### src/rtl/rcin_pkg.sv
package rcin_pkg;

  // Strobes issued by the control side to the datapath each system clock.
  typedef struct packed {
    logic sample;  // advance the capture stage, history and output
    logic clear;   // flush capture stage, history and output to 0
  } rcinStrobeT;

endpackage

### src/rtl/rcin_sync.sv
module rcin_sync #(
  parameter int WIDTH = 4
) (
  input  logic             clk,
  input  logic             rstN,
  input  logic [WIDTH-1:0] asyncIn,
  output logic [WIDTH-1:0] syncOut
);

  genvar gi;
  generate
    for (gi = 0; gi < WIDTH; gi++) begin : gBit
      logic stageA;
      logic stageB;
      always_ff @(posedge clk or negedge rstN) begin
        if (!rstN) begin
          stageA <= 1'b0;
          stageB <= 1'b0;
        end else begin
          stageA <= asyncIn[gi];
          stageB <= stageA;
        end
      end
      assign syncOut[gi] = stageB;
    end
  endgenerate

endmodule

### src/rtl/rcin_ctrl.sv
module rcin_ctrl
  import rcin_pkg::*;
#(
  parameter int SEL_W = 2
) (
  input  logic             clk,
  input  logic             rstN,
  input  logic             csEn,
  input  logic [SEL_W-1:0] pinSel,
  input  logic             invertEn,
  input  logic             filterEn,
  output rcinStrobeT       stb
);

  localparam int CFG_W = SEL_W + 2;

  logic [CFG_W-1:0] cfgNow;
  logic [CFG_W-1:0] cfgQ;
  logic             cfgChange;

  assign cfgNow    = {pinSel, invertEn, filterEn};
  assign cfgChange = (cfgNow != cfgQ);

  always_ff @(posedge clk or negedge rstN) begin
    if (!rstN) begin
      cfgQ <= '0;
    end else begin
      cfgQ <= cfgNow;
    end
  end

  // A configuration change flushes the stage and wins over a strobe.
  always_comb begin
    stb.clear  = cfgChange;
    stb.sample = csEn & ~cfgChange;
  end

  // once the new setting has been registered, no clear is pending
  // unless the setting moved again.
  a_r8_clear_settles: assert property (@(posedge clk) disable iff (!rstN)
    stb.clear && $stable(cfgNow) |=> !stb.clear);

endmodule

### src/rtl/rcin_datapath.sv
module rcin_datapath
  import rcin_pkg::*;
#(
  parameter int NUM_PINS = 4,
  parameter int SEL_W    = 2,
  parameter int FILT_LEN = 4
) (
  input  logic                clk,
  input  logic                rstN,
  input  rcinStrobeT          stb,
  input  logic [NUM_PINS-1:0] pinIn,
  input  logic [SEL_W-1:0]    pinSel,
  input  logic                invertEn,
  input  logic                filterEn,
  output logic                sigOut
);

  localparam int HIST_W = FILT_LEN - 1;

  logic [NUM_PINS-1:0] pinSync;
  logic                pickedBit;
  logic                polBit;
  logic                stage1Q;
  logic [HIST_W-1:0]   histQ;
  logic [HIST_W-1:0]   histNext;
  logic [FILT_LEN-1:0] window;
  logic                allOne;
  logic                allZero;
  logic                filtNext;
  logic                outNext;

  rcin_sync #(.WIDTH(NUM_PINS)) uSync (
    .clk    (clk),
    .rstN   (rstN),
    .asyncIn(pinIn),
    .syncOut(pinSync)
  );

  assign pickedBit = pinSync[pinSel];
  assign polBit    = pickedBit ^ invertEn;

  // History shifts toward higher index; newest capture enters at 0.
  always_comb begin
    histNext[0] = stage1Q;
    for (int i = 1; i < HIST_W; i++) begin
      histNext[i] = histQ[i-1];
    end
  end

  assign window  = {histQ, stage1Q};
  assign allOne  = &window;
  assign allZero = ~|window;

  always_comb begin
    if (allOne) begin
      filtNext = 1'b1;
    end else if (allZero) begin
      filtNext = 1'b0;
    end else begin
      filtNext = sigOut;
    end
    outNext = filterEn ? filtNext : stage1Q;
  end

  always_ff @(posedge clk or negedge rstN) begin
    if (!rstN) begin
      stage1Q <= 1'b0;
      histQ   <= '0;
      sigOut  <= 1'b0;
    end else if (stb.clear) begin
      stage1Q <= 1'b0;
      histQ   <= '0;
      sigOut  <= 1'b0;
    end else if (stb.sample) begin
      stage1Q <= polBit;
      histQ   <= histNext;
      sigOut  <= outNext;
    end
  end

  // without a strobe or a clear the output holds.
  a_r6_hold: assert property (@(posedge clk) disable iff (!rstN)
    !stb.sample && !stb.clear |=> $stable(sigOut));

  // a clear empties the capture stage and the output.
  a_r8_flush: assert property (@(posedge clk) disable iff (!rstN)
    stb.clear |=> (sigOut == 1'b0) && (stage1Q == 1'b0) && (histQ == '0));

  // unfiltered, the output takes the previously captured sample.
  a_r3_bypass: assert property (@(posedge clk) disable iff (!rstN)
    stb.sample && !filterEn |=> sigOut == $past(stage1Q));

  // filtered, an output change is backed by agreeing history.
  a_r4_agree: assert property (@(posedge clk) disable iff (!rstN)
    $past(stb.sample) && $past(filterEn) && (sigOut != $past(sigOut))
    |-> histQ == {HIST_W{sigOut}});

endmodule

### src/rtl/rc_input_cond.sv
module rc_input_cond
  import rcin_pkg::*;
#(
  parameter int NUM_PINS = 4,
  parameter int SEL_W    = $clog2(NUM_PINS),
  parameter int FILT_LEN = 4
) (
  input  logic                clk,
  input  logic                rstN,
  input  logic                csEn,
  input  logic [NUM_PINS-1:0] pinIn,
  input  logic [SEL_W-1:0]    pinSel,
  input  logic                invertEn,
  input  logic                filterEn,
  output logic                sigOut
);

  rcinStrobeT stb;

  rcin_ctrl #(.SEL_W(SEL_W)) uCtrl (
    .clk     (clk),
    .rstN    (rstN),
    .csEn    (csEn),
    .pinSel  (pinSel),
    .invertEn(invertEn),
    .filterEn(filterEn),
    .stb     (stb)
  );

  rcin_datapath #(
    .NUM_PINS(NUM_PINS),
    .SEL_W   (SEL_W),
    .FILT_LEN(FILT_LEN)
  ) uData (
    .clk     (clk),
    .rstN    (rstN),
    .stb     (stb),
    .pinIn   (pinIn),
    .pinSel  (pinSel),
    .invertEn(invertEn),
    .filterEn(filterEn),
    .sigOut  (sigOut)
  );

  // the output is low while reset is held.
  always_comb begin
    if (!rstN) begin
      a_r1_reset_low: assert (sigOut == 1'b0);
    end
  end

endmodule

### config.mk
export PLATFORM = sky130hd
export DESIGN_NAME = rc_input_cond
export DESIGN_NICKNAME = d
export VERILOG_FILES = /design/src/rtl/rcin_pkg.sv /design/src/rtl/rcin_sync.sv /design/src/rtl/rcin_ctrl.sv /design/src/rtl/rcin_datapath.sv /design/src/rtl/rc_input_cond.sv
export SDC_FILE = /design/constraint.sdc
export NUM_CORES = 1
export LEC_CHECK = 0
export BUFFER_PORTS_ARGS = -buffer_cell sky130_fd_sc_hd__buf_2
export CAP_MARGIN = 0
export CORE_AREA = 5 5 42 44
export DETAILED_ROUTE_END_ITERATION = 10
export DIE_AREA = 0 0 47 49
export GPL_TIMING_DRIVEN = 1
export PLACE_DENSITY = 0.69
export SLEW_MARGIN = 10
export SYNTH_ARGS = -nofsm -noshare
export SYNTH_HDL_FRONTEND = slang
export SYNTH_SLANG_ARGS = --single-unit
### constraint.sdc
create_clock -name clk -period 1.7 [get_ports clk]
set_clock_uncertainty 0.15 [all_clocks]
set_input_delay 0.17 -clock clk [delete_from_list [all_inputs] [get_ports clk]]
set_output_delay 0.17 -clock clk [all_outputs]
set_load 0.01 [all_outputs]
==> flow_metrics.tcl, run 1 <==
set metrics [dict create \
    clkPwrFrac_pct 29.7 \
    synth_area_sq_um 629 \
    p_int_w 0.000543 \
    antenna_found_initial 0 \
    slew_violations 0 \
    grt_pass1_vias 440 \
    cts_htree_levels 1 \
    setup_viol 0 \
    critical_path_arrival_ns 1.53 \
    post-route-min-period_ns 1.50 \
    clk_pin_slew_ns 0.10 \
    worst_setup_path_start_kind "input port" \
    core-area_sq_mm 0.00140 \
    ir_drop_mv 0.462 \
    syn_to_final_growth_pct 29.8 \
    worst_pin_slew_ns 0.359 \
    syn_avg_cell_area_sq_um 14.0 \
    crit_family "buffers and inverters" \
    cpMostUsedCell "mux2i_1" \
    holdCritStartpoint "csEn" \
    fp.dieW_microns 47 \
    slowest_stage "dlygate4sd3_1" \
    cp.buffers_inverters 2 \
    die_h_microns 49 \
    rsz0062_at_grt "no" \
    initial_core_util_pct 44.9 \
    insertion_delay_ns 0.28 \
    multi_input_comb_area_sq_um 195 \
    place.detailed.hpwl_microns 697 \
    cp-end-kind "register" \
    power_w 0.000701 \
    antenna_cells 0 \
    cts_sinks 17 \
    drt_iter0_markers 0 \
    wire_per_inst_microns 11.4 \
    p_per_area_mw_per_mm2 857 \
    crit_chain "dlygate4sd3_1 -> buf_2 -> mux2i_1 -> mux2i_1 -> a2111oi_2" \
    fillers 122 \
    rows 14 \
    drc 0 \
    seqPwrFrac_pct 60.5 \
    port_buffers 11 \
    slowest_delay_ns 0.52 \
    gr-total-overflow 0 \
    gp_congestion 0.656 \
    finalCritPeriodShare_pct 88.2 \
    status "finished, final reports clean" \
    cp-startpoint "pinSel[1]" \
    clockBufferDepth 2 \
    yosysWarnings 0 \
    worstPathRequired_ns 1.73 \
    yosysSeqAreaShare_pct 67.6 \
    via_per_inst 4.70 \
    synth_seq_cells 17 \
    r2r-start "uCtrl.cfgQ[3]" \
    final_layout_size_suffix_gt1_share_pct 23.5 \
    tns_ns 0 \
    syn_inst 45 \
    path_class "input port to register" \
    slew_headroom_pct 76.1 \
    max_cap_violations 0 \
    holdCritPathClass "input port to register" \
    cts_buffers 3 \
    p_sw_w 0.000157 \
    dieArea_sq_mm 0.00230 \
    drt.antenna.violating_nets 0 \
    wirelength_microns 957 \
    grt_usage_pct 10.8 \
    layout.nets 80 \
    p_comb_share_pct 9.7 \
    final-seq-area_sq_um 425 \
    switching_share_pct 22.4 \
    ys_types 18 \
    grt_max_degree 18 \
    cp_max_fo 4 \
    synth_fp_nets 56 \
    grt_first_pass_wirelength_microns 1800 \
    cts_tree "done" \
    cts_root_buffer "clkbuf_4" \
    drt_pre_antenna_iters 1 \
    num_vias 395 \
    fmax_mhz 667 \
    p_leak_nw 0.370 \
    ioPinCount 12 \
    hold_violations 0 \
]
-- power by group through the flow --
stage	registers [W]	logic [W]	clock network, W
5_1_grt	0.000426	0.0000770	0.000231
6_report	0.000424	0.0000681	0.000208
3_5_place_dp	0.000433	0.0000539	0
2_1_floorplan	0.000431	0.0000270	0
3_3_place_gp	0.000432	0.0000535	0
4_1_cts	0.000424	0.0000699	0.000215
-- per-layer routing --
layer | part of all wire (%) | track usage, %
met5 | 0 | 0
met3 | 4.3 | 2.21
met2 | 48 | 16.5
met1 | 46 | 14.0
met4 | 0.84 | 5.53
-- Yosys cell counts, drive strengths merged --
master   number  area share (%)
a21o          1             1.2
nand2b        1            0.99
dfrtp        17              68
a221oi        1             1.4
nand3         2             1.6
nand3b        1             1.2
xor2          1             1.4
buf           1            0.79
nand4         1            0.99
nand2         1            0.60
a2111oi       1             2.4
nor2b         2             2.0
inv           1            0.60
xnor2         4             5.6
a21oi         1            0.79
nor2          3             1.8
o31ai         1             1.2
mux2i         5             8.0
-- what timing repair did --
item	4_1_cts	5_1_grt
buffers inserted	0	0
hold endpoints to repair	25	0
hold buffers	9	0
gates resized for setup	0	0
-- cells by family after synthesis --
logic type | Yosys count | synth area share, %
simple gates | 11 | 9.15
buf+inv | 2 | 1.39
xor+xnor | 5 | 6.96
flops | 17 | 67.6
compound gates | 5 | 6.96
mux | 5 | 7.95
-- worst reg2reg max path, cell delays in order, from the launching register on --
cell,delay (ns)
dfrtp_1,0.38
xnor2_1,0.14
nand4_1,0.23
a2111oi_2,0.26
-- stage by stage --
step           setup WS [ns]  area, sq um  std cells  hold WS (ns)  utilization (%)
6_report               0.201          817         84        0.0928             58.3
5_1_grt               0.0404          817         84         0.111             58.3
4_1_cts                0.182          817         84        0.0938             58.3
3_5_place_dp           0.429          699         71       -0.0448             49.9
3_3_place_gp           0.430          699         71       -0.0483             49.9
2_1_floorplan          0.533          629         45        -0.276                -
-- final cells by class --
cell class / count / area share [%]
Sequential cell: 17 / 52.1
Tap cell: 16 / 2.45
Clock inverter: 1 / 0.613
Timing Repair Buffer: 20 / 17.8
Clock buffer: 3 / 2.76
Inverter: 1 / 0.459
Multi-Input combinational cell: 26 / 23.9
-- cells in the final DEF (no fill, tap or decap), types with 2 or more instances in the layout --
master	Yosys	routed
buf_2	1	11
clkbuf_4	0	3
dfrtp_1	17	17
dlygate4sd3_1	0	9
mux2i_1	5	5
nand3_1	2	2
nor2_1	3	3
nor2b_1	2	2
xnor2_1	4	4
-- registers in the layout, indices dropped and copies added (netlist names) --
name	cells
uData.stage1Q	1
uData.uSync.gBit.stageA	4
uData.sigOut	1
uData.uSync.gBit.stageB	4
uData.histQ	3
uCtrl.cfgQ	4
-- final timing paths --
| kind | end | slack [ns] | cells past startpoint |
|---|---|---|---|
| max | uData.stage1Q | 0.20 | 5 |
| max in group asynchronous | uCtrl.cfgQ[2] | 0.97 | 2 |
| max reg2reg | uData.stage1Q | 0.44 | 3 |
| min in group asynchronous | uData.sigOut | 0.16 | 2 |
| min | uData.histQ[0] | 0.09 | 3 |
| min reg2reg | uData.uSync.gBit[3].stageB | 0.21 | 0 |
(Power assumes the default switching activity.)
==> run 2: changes to the inputs <==
--- a/config.mk
+++ b/config.mk
@@ -5,14 +5,16 @@
 export SDC_FILE = /design/constraint.sdc
 export NUM_CORES = 1
 export LEC_CHECK = 0
+export ABC_CLOCK_PERIOD_IN_PS = 1700
 export BUFFER_PORTS_ARGS = -buffer_cell sky130_fd_sc_hd__buf_2
 export CAP_MARGIN = 0
-export CORE_AREA = 5 5 42 44
+export CORE_MARGIN = 5
+export CORE_UTILIZATION = 50
 export DETAILED_ROUTE_END_ITERATION = 10
-export DIE_AREA = 0 0 47 49
 export GPL_TIMING_DRIVEN = 1
-export PLACE_DENSITY = 0.69
+export PLACE_DENSITY = 0.72
 export SLEW_MARGIN = 10
 export SYNTH_ARGS = -nofsm -noshare
 export SYNTH_HDL_FRONTEND = slang
+export SYNTH_HIERARCHICAL = 1
 export SYNTH_SLANG_ARGS = --single-unit
==> run 2 against run 1 <==
  * Combinational power rose by 2%
  * Sequential share of layout area fell by 0.55 points
  * Sequential power barely moved
  * Largest power group unchanged
==> flow_metrics.tcl, run 2 <==
set metrics [dict create \
    status "finished, final reports clean" \
    die_h_microns 46.0 \
    yosysSeqAreaShare_pct 65.6 \
    slew_violations 0 \
    holdCritStartpoint "invertEn" \
    synthArstFlopShare_pct 100 \
    path_class "input port to register" \
    num_vias 393 \
    syn_inst 46 \
    finalCritPeriodShare_pct 94.4 \
    grt_first_pass_wirelength_microns 1760 \
    placed_area_sq_um 694 \
    core-area_sq_mm 0.00127 \
    rows 13 \
    final-seq-area_sq_um 425 \
    placedCellCount 68 \
    cp_max_fo 5 \
    synth_ff_type "dfrtp_1" \
    drc 0 \
    cp-startpoint "filterEn" \
    cts_sinks 17 \
    port_buffers 11 \
    post-cts-setup-buffers 0 \
    synth_seq_cells 17 \
    worst_pin_slew_ns 0.363 \
    layout.nets 76 \
    fmax_mhz 623 \
    drt_iter0_markers 2 \
    ir_drop_mv 0.466 \
    grt_usage_pct 12.2 \
    rsz0062_at_grt "no" \
    clockBufferDepth 2 \
    cts_htree_levels 1 \
    setup_viol 0 \
    hold_violations 0 \
    slew_headroom_pct 75.8 \
    worst_setup_path_start_kind "input port" \
    syn_to_final_growth_pct 27.4 \
    critical_path_arrival_ns 1.63 \
    via_per_inst 4.97 \
    cts_tree "done" \
    wire_per_inst_microns 12.5 \
    ys_types 14 \
    drt_pre_antenna_iters 3 \
    wirelength_microns 984 \
    post-route-min-period_ns 1.60 \
    ioPinCount 12 \
    tns_ns 0 \
    clk_pin_slew_ns 0.09 \
    final_common_cell "dfrtp_1" \
    max_cap_violations 0 \
    fillers 97 \
    synth_top_area_share_pct 65.6 \
    r2r-start "uCtrl/cfgQ[2]" \
    synth_common_cells "dfrtp_1, buf_4, nor2_1, xnor2_1, mux2i_1" \
    p_per_area_mw_per_mm2 842 \
    cp-end-kind "register" \
    worstPathRequired_ns 1.72 \
    antenna_cells 0 \
    initial_core_util_pct 51.1 \
    yosysWarnings 6 \
    synth_area_leader_cell "dfrtp_1" \
    insertion_delay_ns 0.28 \
    place.detailed.hpwl_microns 692 \
    synthTopCellsByArea "dfrtp_1, xnor2_1, buf_4" \
    antenna_found_initial 0 \
    synth_fp_nets 57 \
    cts_root_buffer "clkbuf_4" \
    cts_buffers 3 \
    final_layout_size_suffix_gt1_share_pct 32.8 \
    holdCritPathClass "input port to register" \
    syn_avg_cell_area_sq_um 14.1 \
    gp_congestion 0.714 \
    synth_most_common_cell "dfrtp_1" \
    grt_pass1_vias 427 \
    multi_input_comb_area_sq_um 190 \
    holdWs_ns 0.0596 \
    drt.antenna.violating_nets 0 \
    fin_area_sq_um 826 \
    p_leak_nw 0.394 \
    grt_max_degree 18 \
    gr-total-overflow 0 \
    fp.dieW_microns 46.0 \
    mostFrequentLayoutCells "dfrtp_1, buf_2, dlygate4sd3_1, nor2_1" \
    finalNonFillerCells 79 \
    largestRegisters "uCtrl/cfgQ x4, uData/uSync/gBit.stageA x4, uData/uSync/gBit.stageB x4" \
    dieArea_sq_mm 0.00212 \
    synth_edf_count 0 \
    power_w 0.000696 \
    synth_area_sq_um 648 \
]
-- run 2: cell types whose count changed in the layout (fill, tap and decap cells not counted), moves of 2 or more --
cell,delta
a21boi_0,+2
buf_2,-2
mux2i_1,-2
nor2b_1,-2
xnor2_2,+2
-- run 2: critical path, cell delays in order --
cell	delay, ns
dlygate4sd3_1	0.63
xnor2_2	0.13
nand4_1	0.12
nor2_2	0.18
buf_6	0.14
mux2i_1	0.19
nor2_1	0.06
-- run 2: stage by stage --
| stage | setup slack, ns | util [%] |
|---|---|---|
| floorplan | 0.208 | - |
| global placement | 0.178 | 54.7 |
| detailed placement | 0.140 | 54.7 |
| CTS | 0.00584 | 64.0 |
| global route | 0.0133 | 65.1 |
| finish | 0.0958 | 65.1 |
-- run 2: final cells by class --
class | instances | area share, %
clock buffer | 3 | 2.73
tap | 15 | 2.27
clock inverter | 1 | 0.606
timing repair buffer | 20 | 18.9
multi-input combinational | 21 | 23.0
sequential | 17 | 51.5
inverter | 2 | 0.909
-- run 2: routing by layer --
metal | track usage [%] | wire, microns
met1 | 14.3 | 441
met2 | 19.8 | 479
met4 | 6.82 | 0
met5 | 0 | 0
met3 | 3.56 | 63
-- run 2: final timing paths --
| check | end | slack [ns] | cells past startpoint |
|---|---|---|---|
| worst max-delay path | uData/histQ[0] | 0.1 | 7 |
| max in group asynchronous | uData/histQ[1] | 0.96 | 2 |
| worst max register to register | uData/histQ[0] | 0.15 | 6 |
| min in group asynchronous | uCtrl/cfgQ[2] | 0.18 | 2 |
| worst min-delay path | uCtrl/cfgQ[1] | 0.06 | 1 |
| worst min register to register | uData/uSync/gBit[3].stageB | 0.20 | 0 |
-- run 2: repair_timing --
action | CTS | global route
hold buffers | 9 | 0
endpoints found under the hold margin | 25 | 0
gates resized for setup | 0 | 5
endpoints found under the setup margin | 0 | 5
-- run 2: power by group --
group	total [W]	internal (W)	leakage [nW]	switching, W
clock network	0.000203	0.0000873	0.0177	0.000115
logic	0.0000693	0.0000405	0.166	0.0000288
registers	0.000423	0.000418	0.210	0.00000506
total	0.000696	0.000546	0.394	0.000149
-- run 2: cells by family (layout without fill, tap and decap cells) --
| group | Yosys count | count (layout) | share of synthesized area, % |
|---|---|---|---|
| AOI/OAI and AO/OA | 5 | 5 | 7.14 |
| xor gates and xnor gates | 5 | 5 | 6.76 |
| DFF | 17 | 17 | 65.6 |
| muxes | 4 | 4 | 8.11 |
| buffers and inverters | 8 | 26 | 7.72 |
| and+or+nand+nor | 7 | 7 | 4.63 |
==> run 3: changes to the inputs <==
--- a/config.mk
+++ b/config.mk
@@ -5,14 +5,15 @@
 export SDC_FILE = /design/constraint.sdc
 export NUM_CORES = 1
 export LEC_CHECK = 0
+export ABC_AREA = 1
 export ABC_CLOCK_PERIOD_IN_PS = 1700
 export BUFFER_PORTS_ARGS = -buffer_cell sky130_fd_sc_hd__buf_2
 export CAP_MARGIN = 0
 export CORE_MARGIN = 5
-export CORE_UTILIZATION = 50
+export CORE_UTILIZATION = 52
 export DETAILED_ROUTE_END_ITERATION = 10
 export GPL_TIMING_DRIVEN = 1
-export PLACE_DENSITY = 0.72
+export PLACE_DENSITY = 0.74
 export SLEW_MARGIN = 10
 export SYNTH_ARGS = -nofsm -noshare
 export SYNTH_HDL_FRONTEND = slang
==> run 3 against run 2 <==
  * Sequential power about the same
  * Final cell count increased by 49%
  * Fmax fell by 1.6%
  * Synthesized cell count rose by 83%
  * Highest routed layer is now met4
==> flow_metrics.tcl, run 3 <==
set metrics [dict create \
    status "finished, final reports clean" \
    num_vias 531 \
    rows 13 \
    wirelength_microns 1170 \
    via_per_inst 4.50 \
    r2r_end "uData/histQ[0]" \
    cts_htree_levels 1 \
    antenna_found_initial 0 \
    placed_area_sq_um 767 \
    yosys.area_share.simple_pct 22.4 \
    final_layout_size_suffix_gt1_share_pct 20.4 \
    cts_buffers 3 \
    synth_top_area_share_pct 58.2 \
    cp-end-kind "register" \
    finalNonFillerCells 118 \
    dieArea_sq_mm 0.00225 \
    drc 0 \
    synth_ff_type "dfrtp_1" \
    layout.nets 115 \
    worst_setup_path_start_kind "input port" \
    synth_most_common_cell "nand2_1" \
    synth_edf_count 0 \
    antenna_cells 0 \
    place.detailed.hpwl_microns 837 \
    ioPinCount 12 \
    cts_tree "done" \
    synthTopCellsByArea "dfrtp_1, nand2_1, inv_1" \
    synth_xor_area_share_pct 0 \
    clk_pin_slew_ns 0.10 \
    core-area_sq_mm 0.00132 \
    synthMuxAreaShare_pct 0 \
    slew_headroom_pct 76.4 \
    fp.dieW_microns 47.5 \
    syn_to_final_growth_pct 21.7 \
    syn_inst 84 \
    r2r_setup_slack_ns 0.20 \
    synthAdderAreaFrac_pct 0 \
    crit_chain "dlygate4sd3_1 -> buf_2 -> inv_1 -> nand2_1 -> nand2_1 -> nor2_2 -> nand2_2 -> nor2_4 -> inv_1 -> nor2_2 -> inv_1 -> o22ai_1" \
    slowest_stage "dlygate4sd3_1" \
    mostFrequentLayoutCells "nand2_1, inv_1, dfrtp_1, buf_2, dlygate4sd3_1" \
    rsz0062_at_grt "yes" \
    drt_iter0_markers 10 \
    holdCritPathClass "input port to register" \
    clockBufferDepth 2 \
    cts_sinks 17 \
    max_cap_violations 0 \
    initial_core_util_pct 55.5 \
    yosysWarnings 6 \
    gp_congestion 0.720 \
    slew_violations 0 \
    cts_root_buffer "clkbuf_4" \
    cpMostUsedCell "inv_1" \
    drt_pre_antenna_iters 4 \
    synth_seq_cells 17 \
    grt_max_degree 18 \
    insertion_delay_ns 0.29 \
    holdWs_ns 0.0847 \
    slowest_delay_ns 0.52 \
    final_common_cell "nand2_1" \
    synthArstFlopShare_pct 100 \
    grt_pass1_vias 483 \
    largestRegisters "uCtrl/cfgQ x4, uData/uSync/gBit.stageA x4, uData/uSync/gBit.stageB x4" \
    finalCritPeriodShare_pct 95.9 \
    cp_max_fo 5 \
    die_h_microns 47.5 \
    min_to "uData/stage1Q" \
    post-route-min-period_ns 1.63 \
    ys_types 11 \
    synth_area_sq_um 731 \
    grt_first_pass_wirelength_microns 1970 \
    synth_top_family_by_area "simple AND/OR/NAND/NOR gates" \
    worstPathRequired_ns 1.76 \
    p_leak_nw 0.470 \
    critical_path_arrival_ns 1.69 \
    ir_drop_mv 0.637 \
    drt.antenna.violating_nets 0 \
    worst_pin_slew_ns 0.355 \
    syn_avg_cell_area_sq_um 8.70 \
    wire_per_inst_microns 9.92 \
    synth_area_leader_cell "dfrtp_1" \
    hold_depth 5 \
    r2r_cells 9 \
    holdCritStartpoint "invertEn" \
    hold_violations 0 \
    synth_fp_nets 95 \
    path_class "input port to register" \
    synth_common_cells "nand2_1, inv_1, dfrtp_1, buf_4, nand3_1" \
    grt_usage_pct 13.6 \
    p_per_area_mw_per_mm2 792 \
    port_buffers 11 \
    tns_ns 0 \
    yosysSeqAreaShare_pct 58.2 \
    fmax_mhz 613 \
    synth-compound-area-share_pct 3.94 \
    setup_viol 0 \
    r2r-start "uCtrl/cfgQ[2]" \
    fin_util_pct 67.5 \
    gr-total-overflow 0 \
    placedCellCount 105 \
    fin_area_sq_um 890 \
]
==> run 3: repair_timing <==
item | CTS | global route
buffers inserted | 0 | 0
resized for setup | 0 | 1
endpoints found under the setup margin | 0 | 4
endpoints found under the hold margin | 25 | 0
hold buffers | 9 | 0
==> run 3: cell families after synthesis <==
logic type / Yosys count
flops: 17
compound gates: 5
simple gates: 37
buf+inv: 25
==> run 3: worst max-delay path by stage <==
stage          depth (start not counted)  slack [ns]              to          start
6_report                              12        0.07  uData/histQ[0]      pinSel[1]
5_1_grt                               12       -0.03  uData/histQ[0]      pinSel[1]
4_1_cts                               12        0.05  uData/histQ[0]      pinSel[1]
3_5_place_dp                           9        0.19  uData/histQ[0]  uCtrl/cfgQ[2]
3_3_place_gp                           9        0.28  uData/histQ[1]  uCtrl/cfgQ[2]
2_1_floorplan                          8        0.39  uData/histQ[2]  uCtrl/cfgQ[1]
==> run 3: worst max-delay path: cells and delay by family <==
kind	cells	cell delay, ns
buf+inv	5	0.85
compound gates	1	0.14
simple gates	6	0.54
==> run 3: cell type report <==
class                   instances  area (sq um)
fillers                       120           428
clock inverters                 1          5.00
well taps                      15          18.8
clock buffers                   3          22.5
flip-flops and latches         17           425
inverters                      20          75.1
repair buffers                 20           145
multi-input cells              42           198
==> run 3: per-stage QoR <==
stage	worst slack [ns]	power, W
6_report	0.0700	0.000705
5_1_grt	-0.0327	0.000753
4_1_cts	0.0506	0.000720
3_5_place_dp	0.192	0.000490
3_3_place_gp	0.279	0.000486
2_1_floorplan	0.391	0.000469
==> run 3: report_power, final <==
| part | switching [W] | leakage [nW] | total (W) | internal, W |
|---|---|---|---|---|
| clock | 0.000120 | 0.0177 | 0.000208 | 0.0000875 |
| sequential | 0.00000491 | 0.210 | 0.000423 | 0.000418 |
| combinational | 0.0000391 | 0.242 | 0.0000739 | 0.0000348 |
==> run 3: routing by layer <==
| layer | track usage, % | vias to the layer above | part of all wire (%) | wire (microns) |
|---|---|---|---|---|
| met5 | 0 | - | 0 | 0 |
| met4 | 11.6 | 0 | 1.0 | 12 |
| met3 | 3.38 | 2 | 4.1 | 48 |
| met2 | 22.5 | 8 | 50 | 589 |
| met1 | 14.3 | 239 | 44 | 520 |
| li1 | - | 282 | - | - |
